### src/rtl/mdio_master_pkg.sv
package mdio_master_pkg;
    localparam int ADDR_W   = 5;
    localparam int DATA_W   = 16;
    localparam int PRE_LEN  = 32;
    localparam int HDR_LEN  = PRE_LEN + 4 + 2 * ADDR_W;   // driven in both directions
    localparam int FRAME_W  = HDR_LEN + 2 + DATA_W;       // full write frame
    localparam int TA_SLOT  = HDR_LEN + 1;                // turnaround sample slot
    localparam int OK_LAST  = FRAME_W;                    // trailing released slot
    localparam int ERR_LAST = TA_SLOT + PRE_LEN;          // end of recovery run
    localparam int SLOT_W   = $clog2(ERR_LAST + 1);

    typedef struct packed {
        logic               busy;
        logic               mdc;
        logic               oe;
        logic               done;
        logic               err;
        logic               rd;
        logic [SLOT_W-1:0]  slot;
        logic [FRAME_W-1:0] frame;
        logic [DATA_W-1:0]  rdata;
    } mst_state_t;
endpackage

### src/rtl/mdio_clkdiv.sv
module mdio_clkdiv #(
    parameter int HALF_CYC = 50
) (
    input  logic clk,
    input  logic rst_n,
    input  logic en,
    output logic half_end
);
    localparam int CNT_W = (HALF_CYC > 1) ? $clog2(HALF_CYC) : 1;
    localparam logic [CNT_W-1:0] CNT_MAX = CNT_W'(HALF_CYC - 1);

    logic [CNT_W-1:0] cnt_d, cnt_q;

    assign half_end = en && (cnt_q == CNT_MAX);

    always_comb begin
        cnt_d = cnt_q;
        if (!en || half_end) cnt_d = '0;
        else                 cnt_d = cnt_q + 1'b1;
    end

    always_ff @(posedge clk) begin
        if (!rst_n) cnt_q <= '0;
        else        cnt_q <= cnt_d;
    end
endmodule

### src/rtl/mdio_frame_build.sv
module mdio_frame_build
    import mdio_master_pkg::*;
(
    input  logic              rd,
    input  logic [ADDR_W-1:0] phy,
    input  logic [ADDR_W-1:0] regad,
    input  logic [DATA_W-1:0] data,
    output logic [FRAME_W-1:0] frame
);
    logic [1:0] opcode;
    assign opcode = rd ? 2'b10 : 2'b01;
    assign frame  = {{PRE_LEN{1'b1}}, 2'b01, opcode, phy, regad, 2'b10, data};
endmodule

### src/rtl/mdio_master.sv
module mdio_master
    import mdio_master_pkg::*;
#(
    parameter int HALF_CYC = 50
) (
    input  logic              clk,
    input  logic              rst_n,
    input  logic              start,
    input  logic              rd_sel,
    input  logic [ADDR_W-1:0] phy_addr,
    input  logic [ADDR_W-1:0] reg_addr,
    input  logic [DATA_W-1:0] wdata,
    output logic [DATA_W-1:0] rdata,
    output logic              done,
    output logic              busy,
    output logic              ta_err,
    output logic              mdc,
    output logic              mdio_out,
    output logic              mdio_oe,
    input  logic              mdio_in
);
    localparam logic [SLOT_W-1:0] TA_S   = SLOT_W'(TA_SLOT);
    localparam logic [SLOT_W-1:0] OK_S   = SLOT_W'(OK_LAST);
    localparam logic [SLOT_W-1:0] ERR_S  = SLOT_W'(ERR_LAST);
    localparam logic [SLOT_W-1:0] HDR_S  = SLOT_W'(HDR_LEN);
    localparam logic [SLOT_W-1:0] FRM_S  = SLOT_W'(FRAME_W);
    localparam logic [SLOT_W-1:0] DLST_S = SLOT_W'(TA_SLOT + DATA_W);

    mst_state_t d, q;
    logic               half_end;
    logic [FRAME_W-1:0] frame_new;
    logic [SLOT_W-1:0]  last_slot;
    logic [SLOT_W-1:0]  next_slot;

    mdio_clkdiv #(.HALF_CYC(HALF_CYC)) u_div (
        .clk      (clk),
        .rst_n    (rst_n),
        .en       (q.busy),
        .half_end (half_end)
    );

    mdio_frame_build u_build (
        .rd    (rd_sel),
        .phy   (phy_addr),
        .regad (reg_addr),
        .data  (wdata),
        .frame (frame_new)
    );

    assign last_slot = (q.rd && q.err) ? ERR_S : OK_S;
    assign next_slot = q.slot + 1'b1;

    always_comb begin
        d      = q;
        d.done = 1'b0;
        if (!q.busy) begin
            if (start) begin
                d.busy  = 1'b1;
                d.mdc   = 1'b0;
                d.oe    = 1'b1;
                d.rd    = rd_sel;
                d.err   = 1'b0;
                d.slot  = '0;
                d.frame = frame_new;
                d.rdata = '0;
            end
        end else if (half_end) begin
            if (!q.mdc) begin
                d.mdc = 1'b1;
            end else begin
                d.mdc = 1'b0;
                if (q.rd && q.slot == TA_S && mdio_in)
                    d.err = 1'b1;
                if (q.rd && !q.err && q.slot > TA_S && q.slot <= DLST_S)
                    d.rdata = {q.rdata[DATA_W-2:0], mdio_in};
                if (q.slot == last_slot) begin
                    d.busy  = 1'b0;
                    d.done  = 1'b1;
                    d.oe    = 1'b0;
                    d.frame = '0;
                end else begin
                    d.slot  = next_slot;
                    d.frame = q.frame << 1;
                    d.oe    = q.rd ? (next_slot < HDR_S) : (next_slot < FRM_S);
                end
            end
        end
    end

    always_ff @(posedge clk) begin
        if (!rst_n) q <= '0;
        else        q <= d;
    end

    assign rdata    = q.rdata;
    assign done     = q.done;
    assign busy     = q.busy;
    assign ta_err   = q.err;
    assign mdc      = q.mdc;
    assign mdio_oe  = q.oe;
    assign mdio_out = q.oe & q.frame[FRAME_W-1];
endmodule

### config.mk
export PLATFORM = sky130hd
export DESIGN_NAME = mdio_master
export DESIGN_NICKNAME = d
export VERILOG_FILES = /design/src/rtl/mdio_master_pkg.sv /design/src/rtl/mdio_clkdiv.sv /design/src/rtl/mdio_frame_build.sv /design/src/rtl/mdio_master.sv
export SDC_FILE = /design/constraint.sdc
export NUM_CORES = 1
export LEC_CHECK = 0
export BUFFER_PORTS_ARGS = -buffer_cell sky130_fd_sc_hd__clkbuf_2
export CAP_MARGIN = 15
export CORE_MARGIN = 2
export CORE_UTILIZATION = 55
export DETAILED_ROUTE_END_ITERATION = 10
export GPL_TIMING_DRIVEN = 0
export HOLD_SLACK_MARGIN = 0.02
export PLACE_DENSITY = 0.85
export SLEW_MARGIN = 20
export SYNTH_ARGS = -nofsm -noshare
export SYNTH_HDL_FRONTEND = slang
export SYNTH_HIERARCHICAL = 1
export SYNTH_SLANG_ARGS = --single-unit
### constraint.sdc
create_clock -name clk -period 2.4 [get_ports clk]
set_input_delay 0.12 -clock clk [delete_from_list [all_inputs] [get_ports clk]]
set_output_delay 0.12 -clock clk [all_outputs]
set_load 0.02 [all_outputs]
==> results of run 1 <==
## cell type report
class | instances | area (um2) | share of cell area
clock buffers | 10 | 138 | 0.0254
well taps | 108 | 135 | 0.0249
multi-input cells | 311 | 2140 | 0.394
repair buffers | 29 | 160 | 0.0295
inverters | 5 | 18.8 | 0.00346
clock inverters | 6 | 53.8 | 0.00991
flip-flops and latches | 99 | 1980 | 0.365
plain buffers | 118 | 803 | 0.148
## what timing repair did
item	CTS	global route
gates resized for setup	0	12
setup buffers	0	0
hold buffers	3	0
hold endpoints to repair	3	0
endpoints found under the setup margin	0	61
## placed cells by master (no fill, tap or decap), types with 3 or more instances in the layout
| cell | n |
|---|---|
| dfxtp_1 | 99 |
| buf_4 | 79 |
| a22oi_1 | 64 |
| o2bb2ai_1 | 63 |
| nand2_1 | 43 |
| conb_1 | 36 |
| clkbuf_2 | 32 |
| mux2i_1 | 16 |
| clkbuf_1 | 15 |
| nor2_1 | 14 |
| clkbuf_8 | 10 |
| buf_2 | 9 |
| buf_6 | 6 |
| nand3_1 | 5 |
| a21oi_1 | 5 |
| o21ai_0 | 4 |
| a32o_1 | 4 |
| and2_1 | 3 |
| nand4_1 | 3 |
| nor2b_1 | 3 |
| buf_1 | 3 |
| and3_1 | 3 |
| a31oi_1 | 3 |
| a211oi_1 | 3 |
| xor2_1 | 3 |
| nor3_1 | 3 |
| ha_1 | 3 |
| inv_6 | 3 |
| dlygate4sd3_1 | 3 |
| inv_1 | 3 |
## cells by family (layout without fill, tap and decap cells)
logic type | count (synthesis) | in the layout | synth area share
AOI/OAI and AO/OA | 162 | 162 | 0.272
buffers and inverters | 123 | 168 | 0.170
DFF | 99 | 99 | 0.413
and+or+nand+nor | 87 | 87 | 0.0855
muxes | 19 | 19 | 0.0435
xor gates and xnor gates | 4 | 4 | 0.00730
adders and majority gates | 3 | 3 | 0.00782
other | 2 | 36 | 0.00156
## per-stage QoR
stage	instances	power, mW	worst slack [ns]
2_1_floorplan	533	2.03	0.556
3_3_place_gp	667	2.08	0.175
3_5_place_dp	667	2.10	0.0897
4_1_cts	686	3.14	0.0730
5_1_grt	686	3.24	0.0116
6_report	686	3.12	0.194
## power by group
part	total [mW]	internal [mW]	switching (mW)
registers	1.75	1.71	0.0390
logic	0.324	0.157	0.167
clock network	1.05	0.426	0.625
## sequential cells by signal, indices dropped and copies added, names as in the netlist
| signal | flops |
|---|---|
| busy | 1 |
| ta_err | 1 |
| rdata | 16 |
| mdio_oe | 1 |
| mdc | 1 |
| u_div/cnt_q | 6 |
| done | 1 |
| q | 72 |
## worst max-delay path: stages (launching register included)
cell       delay [ns]
dfxtp_1          0.38
inv_1            0.06
ha_1             0.19
nand4_1          0.10
nor2_1           0.08
and3_1           0.16
buf_2            0.18
nor2_2           0.38
clkbuf_2         0.32
a22oi_1          0.13
o2bb2ai_1        0.16
## worst paths after layout
kind | from | to | slack, ns | cells after the start
max | u_div/cnt_q[1]$_SDFF_PP0_ | q[51]$_SDFFE_PN0P_ | 0.19 | 10
min | wdata[3] | q[19]$_SDFFE_PN0P_ | 0.04 | 3
max reg2reg | u_div/cnt_q[1]$_SDFF_PP0_ | q[51]$_SDFFE_PN0P_ | 0.19 | 10
min reg2reg | q[73]$_SDFFE_PN0P_ | q[74]$_SDFFE_PN0P_ | 0.46 | 1
## per-layer routing
| layer | vias up | routed length (um) |
|---|---|---|
| li1 | 1882 | - |
| met1 | 1792 | 4350 |
| met2 | 99 | 4540 |
| met3 | 21 | 425 |
| met4 | 0 | 252 |
| met5 | - | 0 |
==> metrics.txt, run 1 <==
IO Count=53; Detailed Place HPWL=between 6 and 7 mm; GRT Overall Usage=0.205; CTS Sinks=99; leakage=2.23 nW; setup_tns=0 ns; Final setup viols=0; Via density=~5.5; commonest cells in the netlist=dfxtp_1, buf_4, a22oi_1; Peak VDD IR=roughly 0.34 mV; met3 usage in global routing=0.0482; DIE WIDTH=97.4 um; initial antenna violation count=0; # rows=34; Antenna Cells=0; CP endpoint kind=register; worst hold slack=around 0.037 ns; core area=~0.0086 mm2; CTS tree=done; clk_skew=roughly 0.018 ns; number of global-route vias before repair=about 3700; top cells by area, synth=dfxtp_1, buf_4, o2bb2ai_1; Data required, critical path=2.70 ns; die area=between 0.009 and 0.01 mm2; gpl congestion=between 0.8 and 0.9; Yosys warning count=6; crit path max fanout=10; # fillers=slightly above 700; Final Util=0.632; H-Tree Depth=3; DRT Wirelength=about 9.6 mm; final hold vios=0; Starting DRT DRC Count=~150; Mapped Area=0.00480 mm2; WL/cell=13.9 um; Post-Syn Instances=roughly 500; final net count=607; area share of the largest cell type after synthesis=0.413; number of flops mapped to enable cells by yosys=0; Worst-path clk slew=approximately 0.11 ns; cts bufs inserted=9; HP Class=in2reg; synthesized flop and latch total=between 90 and 100; Cell Area, Placed=between 0.005 and 0.006 mm2; Slew headroom=0.638; Worst EP arrival=2.50 ns; Synth-to-Final Area Change=13.1%; PwrDens=roughly 570 mW/mm2; Clock Path Buffers=2; worst slew pin tran=0.542 ns; first-pass GRT wire length=~16 mm; ys async rst share=0; GR peak layer=met2; critical path class=reg2reg; Chip Height=between 90 and 100 um; RSZ-0062 raised after global routing=false; dominant cell type by area after synthesis=dfxtp_1; starting density of the core=0.559; total gr overflow=0; DR vias=3794; Max Freq=between 0.4 and 0.5 GHz; GR Util met1=0.257; Tcrit/Tclk final=0.919; Top FF cell, synth=dfxtp_1; remaining routing DRC violations=0; Design Area, Final=roughly 0.0054 mm2; Final min period=2.21 ns; maxcap violations=0; Routed Antenna Nets=0; Final Max Slew Viols=0; routing usage on met2=0.341; sequential share of the synthesized area=0.413; Yosys cell types=52; first-pass iteration count of the detailed router=5; port bufs=26; layout cells sized above 1=0.265; root buf cell=clkbuf_8; critical path startpoint category=register; largest net degree at the start of global routing=19; run status=finished, final reports clean; Avg Synthesized Cell Area=9.62 um2; most frequent cell after synthesis=dfxtp_1; worst-skew pair later-pin latency=around 0.38 ns
Note: power is estimated with default switching activity, not from simulation.
==> run 2: changes to the inputs <==
--- a/config.mk
+++ b/config.mk
@@ -13,6 +13,7 @@
 export GPL_TIMING_DRIVEN = 0
 export HOLD_SLACK_MARGIN = 0.02
 export PLACE_DENSITY = 0.85
+export REMOVE_ABC_BUFFERS = 1
 export SLEW_MARGIN = 20
 export SYNTH_ARGS = -nofsm -noshare
 export SYNTH_HDL_FRONTEND = slang
==> metrics.txt, run 2 (synthesized netlist as in run 1, its figures left out) <==
max FFs per register=72 (unchanged); total gr overflow=0 (unchanged); clk_skew=0.00945 ns (-0.00847 ns); clock network power share=0.330 (-0.007); final hold vios=0 (unchanged); Synth-to-Final Area Change=2.27%; core area=0.00859 mm2 (unchanged); crit path max fanout=29 (+19); CP top delay family=simple AND/OR/NAND/NOR gates; initial antenna violation count=0 (unchanged); GRT Overall Usage=0.193 (-0.0128); Final Max Slew Viols=0 (unchanged); number of global-route vias before repair=3346 (-9.0%); most frequent cells in the layout=dfxtp_1, a22oi_1, o2bb2ai_1, clkbuf_2, nand2_1; DRT Wirelength=9.00 mm (-5.9%); final net count=524 (-14%); # fillers=768 (+8.2%); die area=0.00949 mm2 (unchanged); Hold Path Cell Cnt=3 (unchanged); Chip Height=97.4 um (unchanged); internal power=2.22 mW (-3.1%); maxcap violations=0 (unchanged); HP Class=in2reg; final cell count without fillers=603 (-12%); reg-to-reg endpoint=q[60]$_SDFFE_PN0P_; Starting DRT DRC Count=139 (-6.1%); largest net degree at the start of global routing=74 (+55); DR vias=3516 (-7.3%); H-Tree Depth=3 (unchanged); Via density=5.83 (+5.4%); gpl congestion=0.887 (+2.2%); WL/cell=14.9 um (+7.1%); Clock Path Buffers=2 (unchanged); Routed Antenna Nets=0 (unchanged); setup ws final=0.229 ns (+0.0349 ns); worst slew pin tran=1.01 ns (+0.467 ns); first-pass GRT wire length=15.4 mm (-5.9%); Comb power frac=0.089 (-0.015); leakage=1.91 nW (-14%); first-pass iteration count of the detailed router=5 (unchanged); slowest cell on the critical path=dfxtp_1; run status=finished, final reports clean; Cell Area, Placed=0.00467 mm2 (-10%); layout cells sized above 1=0.186 (-0.0788); FF-to-FF setup slack=0.23 ns (+0.03 ns); reg2reg start=u_div/cnt_q[0]$_SDFF_PP0_; Worst Hold End=q[22]$_SDFFE_PN0P_; fraction of power consumed by sequential logic=0.581 (+0.021); # rows=34 (unchanged); PwrDens=614 mW/mm2 (+6.8%); DIE WIDTH=97.4 um (unchanged); Worst-path clk slew=0.10 ns (about the same); CTS Sinks=99 (unchanged); Worst EP arrival=2.40 ns (-0.10 ns); Design Area, Final=0.00491 mm2 (-9.5%); CTS tree=done; Placement Setup Slack=-0.185 ns (-0.274 ns); switching share of total power=0.264 (-0.00183); CP endpoint kind=register; Top reg by flops=q; root buf cell=clkbuf_8; critical path startpoint category=register; starting density of the core=0.559 (unchanged); critical path class=reg2reg; port bufs=52 (+100%); CP peak stage delay=0.40 ns (+0.02 ns); CP bufs+invs=2 (-1); Final min period=2.17 ns (-0.0349 ns); NetSw=797 uW (-4.1%); IO Count=53 (unchanged); Top cell by count, worst path=buf_16; Max Freq=0.461 GHz (+1.6%); Data required, critical path=2.63 ns (-0.07 ns); Tcrit/Tclk final=0.905 (-0.0145); hold_sp=wdata[6]; most common cell after layout, fill and taps aside=dfxtp_1; Final setup viols=0 (unchanged); Antenna Cells=0 (unchanged); Detailed Place HPWL=5.77 mm (-13%); worst-skew pair later-pin latency=0.37 ns (about the same); placed instance count=581 (-13%); CP Cell Sequence=ha_1 > nand4_1 > nor2_1 > and3_2 > nor2_4 > buf_16 > buf_16 > a22oi_1 > o2bb2ai_1; FF-to-FF path depth=9 (-1); Slew headroom=0.325 (-0.312); remaining routing DRC violations=0 (unchanged); RSZ-0062 raised after global routing=false; worst hold slack=0.0473 ns (+0.0107 ns); Tot Pwr=3.02 mW (-3.4%); Peak VDD IR=0.526 mV (+56%); cts bufs inserted=9 (unchanged)
==> run 2: power groups by stage <==
stage / sequential (mW) / clock, mW / combinational [mW]
after global routing: 1.76 / 1.10 / 0.303
after floorplan: 1.78 / 0 / 0.165
after detailed placement: 1.79 / 0 / 0.260
final: 1.75 / 0.996 / 0.269
after CTS: 1.75 / 1.03 / 0.265
after global placement: 1.78 / 0 / 0.228
==> run 2: routing by layer <==
layer	share of wire	global-route usage
met1	0.45	0.248
met2	0.48	0.318
met3	0.066	0.0590
met4	0.0076	0.0459
met5	0	0
==> run 2: cell type report <==
type	instances	area [um2]	area share
Multi-Input combinational cell	312	2170	0.442
Sequential cell	99	1980	0.404
Timing Repair Buffer	63	418	0.0851
Tap cell	108	135	0.0275
Clock buffer	9	124	0.0252
Clock inverter	7	58.8	0.0120
Inverter	5	21.3	0.00433
==> run 2: stage by stage <==
stage / setup TNS [ns] / utilization
after floorplan: -213.24 / -
after global placement: -358.48 / 0.527
after detailed placement: -2.59 / 0.543
after CTS: 0 / 0.570
after global routing: 0 / 0.571
final: 0 / 0.571
==> run 2: how the worst max path moves through the flow <==
stage                                          from            endpoint  cells past startpoint
final                     u_div/cnt_q[0]$_SDFF_PP0_  q[60]$_SDFFE_PN0P_                      9
after global routing      u_div/cnt_q[1]$_SDFF_PP0_  q[19]$_SDFFE_PN0P_                     10
after detailed placement            busy$_SDFF_PN0_  q[21]$_SDFFE_PN0P_                      7
after floorplan                     busy$_SDFF_PN0_  q[82]$_SDFFE_PN0P_                      5
after global placement              busy$_SDFF_PN0_  q[86]$_SDFFE_PN0P_                      5
after CTS                           busy$_SDFF_PN0_  q[60]$_SDFFE_PN0P_                      7
==> run 2: tightest hold or removal path, cell delays in order <==
cell and delay, ns:
clkbuf_2 0.07, a22oi_1 0.07, o2bb2ai_1 0.13
==> run 2: repair_timing <==
action	CTS	global route
setup endpoints to repair	35	29
endpoints found under the hold margin	3	0
gates cloned	0	1
buffers inserted	2	0
pin swaps	1	0
gates resized for setup	1	2
hold buffers	3	0
==> run 3: changes to the inputs <==
--- a/config.mk
+++ b/config.mk
@@ -12,7 +12,7 @@
 export DETAILED_ROUTE_END_ITERATION = 10
 export GPL_TIMING_DRIVEN = 0
 export HOLD_SLACK_MARGIN = 0.02
-export PLACE_DENSITY = 0.85
+export PLACE_DENSITY = 0.76
 export REMOVE_ABC_BUFFERS = 1
 export SLEW_MARGIN = 20
 export SYNTH_ARGS = -nofsm -noshare
==> metrics.txt, run 3 (synthesized netlist as in run 1, its figures left out) <==
most frequent cells in the layout=dfxtp_1, a22oi_1, o2bb2ai_1, clkbuf_2, nand2_1; Top reg by flops=q; setup ws final=0.242 ns (+0.0135 ns); starting density of the core=0.559 (unchanged); Tcrit/Tclk final=0.899 (-0.00562); GR Util met1=0.236 (-0.0125); Starting DRT DRC Count=188 (+35%); Clock Path Buffers=2 (unchanged); met3 usage in global routing=0.0446 (-0.0144); layout cells sized above 1=0.186 (unchanged); CTS tree=done; final hold vios=0 (unchanged); worst hold slack=0.0442 ns (-0.00315 ns); final net count=524 (unchanged); Routed Antenna Nets=0 (unchanged); RSZ-0062 raised after global routing=false; worst slew pin tran=1.01 ns (+0.00397 ns); first-pass iteration count of the detailed router=5 (unchanged); Worst-path clk slew=0.10 ns (about the same); clk_skew=0.0140 ns (+0.00450 ns); number of global-route vias before repair=3221 (-3.7%); worst-skew pair later-pin latency=0.37 ns (about the same); Peak VDD IR=0.380 mV (-28%); first-pass GRT wire length=14.6 mm (-5.2%); DIE WIDTH=97.4 um (unchanged); FF-to-FF path depth=9 (unchanged); CP endpoint kind=register; Chip Height=97.4 um (unchanged); Final min period=2.16 ns (-0.0135 ns); critical path startpoint category=register; largest net degree at the start of global routing=74 (unchanged); DR vias=3469 (-1.3%); port bufs=52 (unchanged); Worst EP arrival=2.45 ns (+0.05 ns); reg2reg start=u_div/cnt_q[0]$_SDFF_PP0_; Worst Hold End=q[31]$_SDFFE_PN0P_; Hold Path Cell Cnt=3 (unchanged); run status=finished, final reports clean; core area=0.00859 mm2 (unchanged); Reg area=0.00198 mm2 (unchanged); gpl congestion=0.852 (-3.9%); GRT Overall Usage=0.184 (-0.00852); leakage=1.92 nW (+0.13%); CTS Sinks=99 (unchanged); maxcap violations=0 (unchanged); Antenna Cells=0 (unchanged); area occupied by multi-input gates=0.00217 mm2 (unchanged); FF-to-FF setup slack=0.24 ns (about the same); Max Freq=0.463 GHz (+0.62%); Data required, critical path=2.69 ns (+0.06 ns); Via density=5.75 (-1.3%); Placement Setup Slack=-0.0136 ns (+0.171 ns); Final Max Slew Viols=0 (unchanged); reg-to-reg endpoint=q[26]$_SDFFE_PN0P_; H-Tree Depth=3 (unchanged); crit path max fanout=16 (-45%); Synth-to-Final Area Change=2.55%; Detailed Place HPWL=5.48 mm (-4.9%); PwrDens=620 mW/mm2 (+0.90%); HP Class=in2reg; # fillers=773 (+0.65%); most common cell after layout, fill and taps aside=dfxtp_1; critical path class=reg2reg; cts bufs inserted=9 (unchanged); hold_sp=wdata[15]; IO Count=53 (unchanged); routing usage on met2=0.309 (-0.00849); Slew headroom=0.323 (-0.00265); GR peak layer=met2; Final Util=0.573 (+0.00160); Tot Pwr=3.05 mW (+1.2%); die area=0.00949 mm2 (unchanged); max FFs per register=72 (unchanged); WL/cell=14.3 um (-4.0%); # rows=34 (unchanged); total gr overflow=0 (unchanged); setup_tns=0 ns (unchanged); DRT Wirelength=8.64 mm (-4.0%); Final setup viols=0 (unchanged); root buf cell=clkbuf_8; remaining routing DRC violations=0 (unchanged); CP Launch Point=u_div/cnt_q[0]$_SDFF_PP0_; initial antenna violation count=0 (unchanged)
## run 3: cell count changes in the layout (fill, tap and decap cells not counted), sizes merged
cell | before | now
clkbuf | 61 | 63
inv | 9 | 7
nor2 | 15 | 16
nor2b | 4 | 3
## run 3: power breakdown
part	internal, mW	switching (mW)
clock	0.448	0.592
combinational	0.113	0.148
sequential	1.71	0.0414
total	2.27	0.782
## run 3: area by class of cell
type,count,area share
Timing Repair Buffer,63,0.0849
Multi-Input combinational cell,312,0.441
Tap cell,108,0.0274
Sequential cell,99,0.403
Inverter,5,0.00432
Clock buffer,11,0.0307
Clock inverter,5,0.00915
## run 3: worst max-delay path by stage
stage	slack, ns	to
after floorplan	-2.90	q[82]$_SDFFE_PN0P_
after global placement	-4.95	q[86]$_SDFFE_PN0P_
after detailed placement	-0.01	q[29]$_SDFFE_PN0P_
after CTS	0.13	q[63]$_SDFFE_PN0P_
after global routing	0.08	q[26]$_SDFFE_PN0P_
final	0.24	q[26]$_SDFFE_PN0P_
## run 3: routing by layer
metal / up-vias / share of wire
met5: - / 0
met4: 0 / 0.0068
met3: 11 / 0.060
met2: 121 / 0.47
met1: 1622 / 0.46
li1: 1715 / -
## run 3: stage by stage
step / std cells / instance area (um2)
after detailed placement: 582 / 4680
after CTS: 602 / 4910
after floorplan: 415 / 4130
after global routing: 603 / 4920
after global placement: 575 / 4530
final: 603 / 4920
## run 3: timing repair
item	4_1_cts	5_1_grt
endpoints found under the setup margin	16	51
pin swaps	1	1
gates cloned	0	1
hold buffers	3	0
setup buffers	1	0
resized for setup	0	3
endpoints found under the hold margin	3	0
## run 3: worst max-delay path, stage by stage (launching register included)
cell and delay [ns]:
dfxtp_1 0.40, ha_1 0.19, nand4_1 0.11, nor2_1 0.22, nand3_2 0.21, a211oi_4 0.30, buf_6 0.19, buf_8 0.17
buf_8 0.17, o2bb2ai_1 0.12
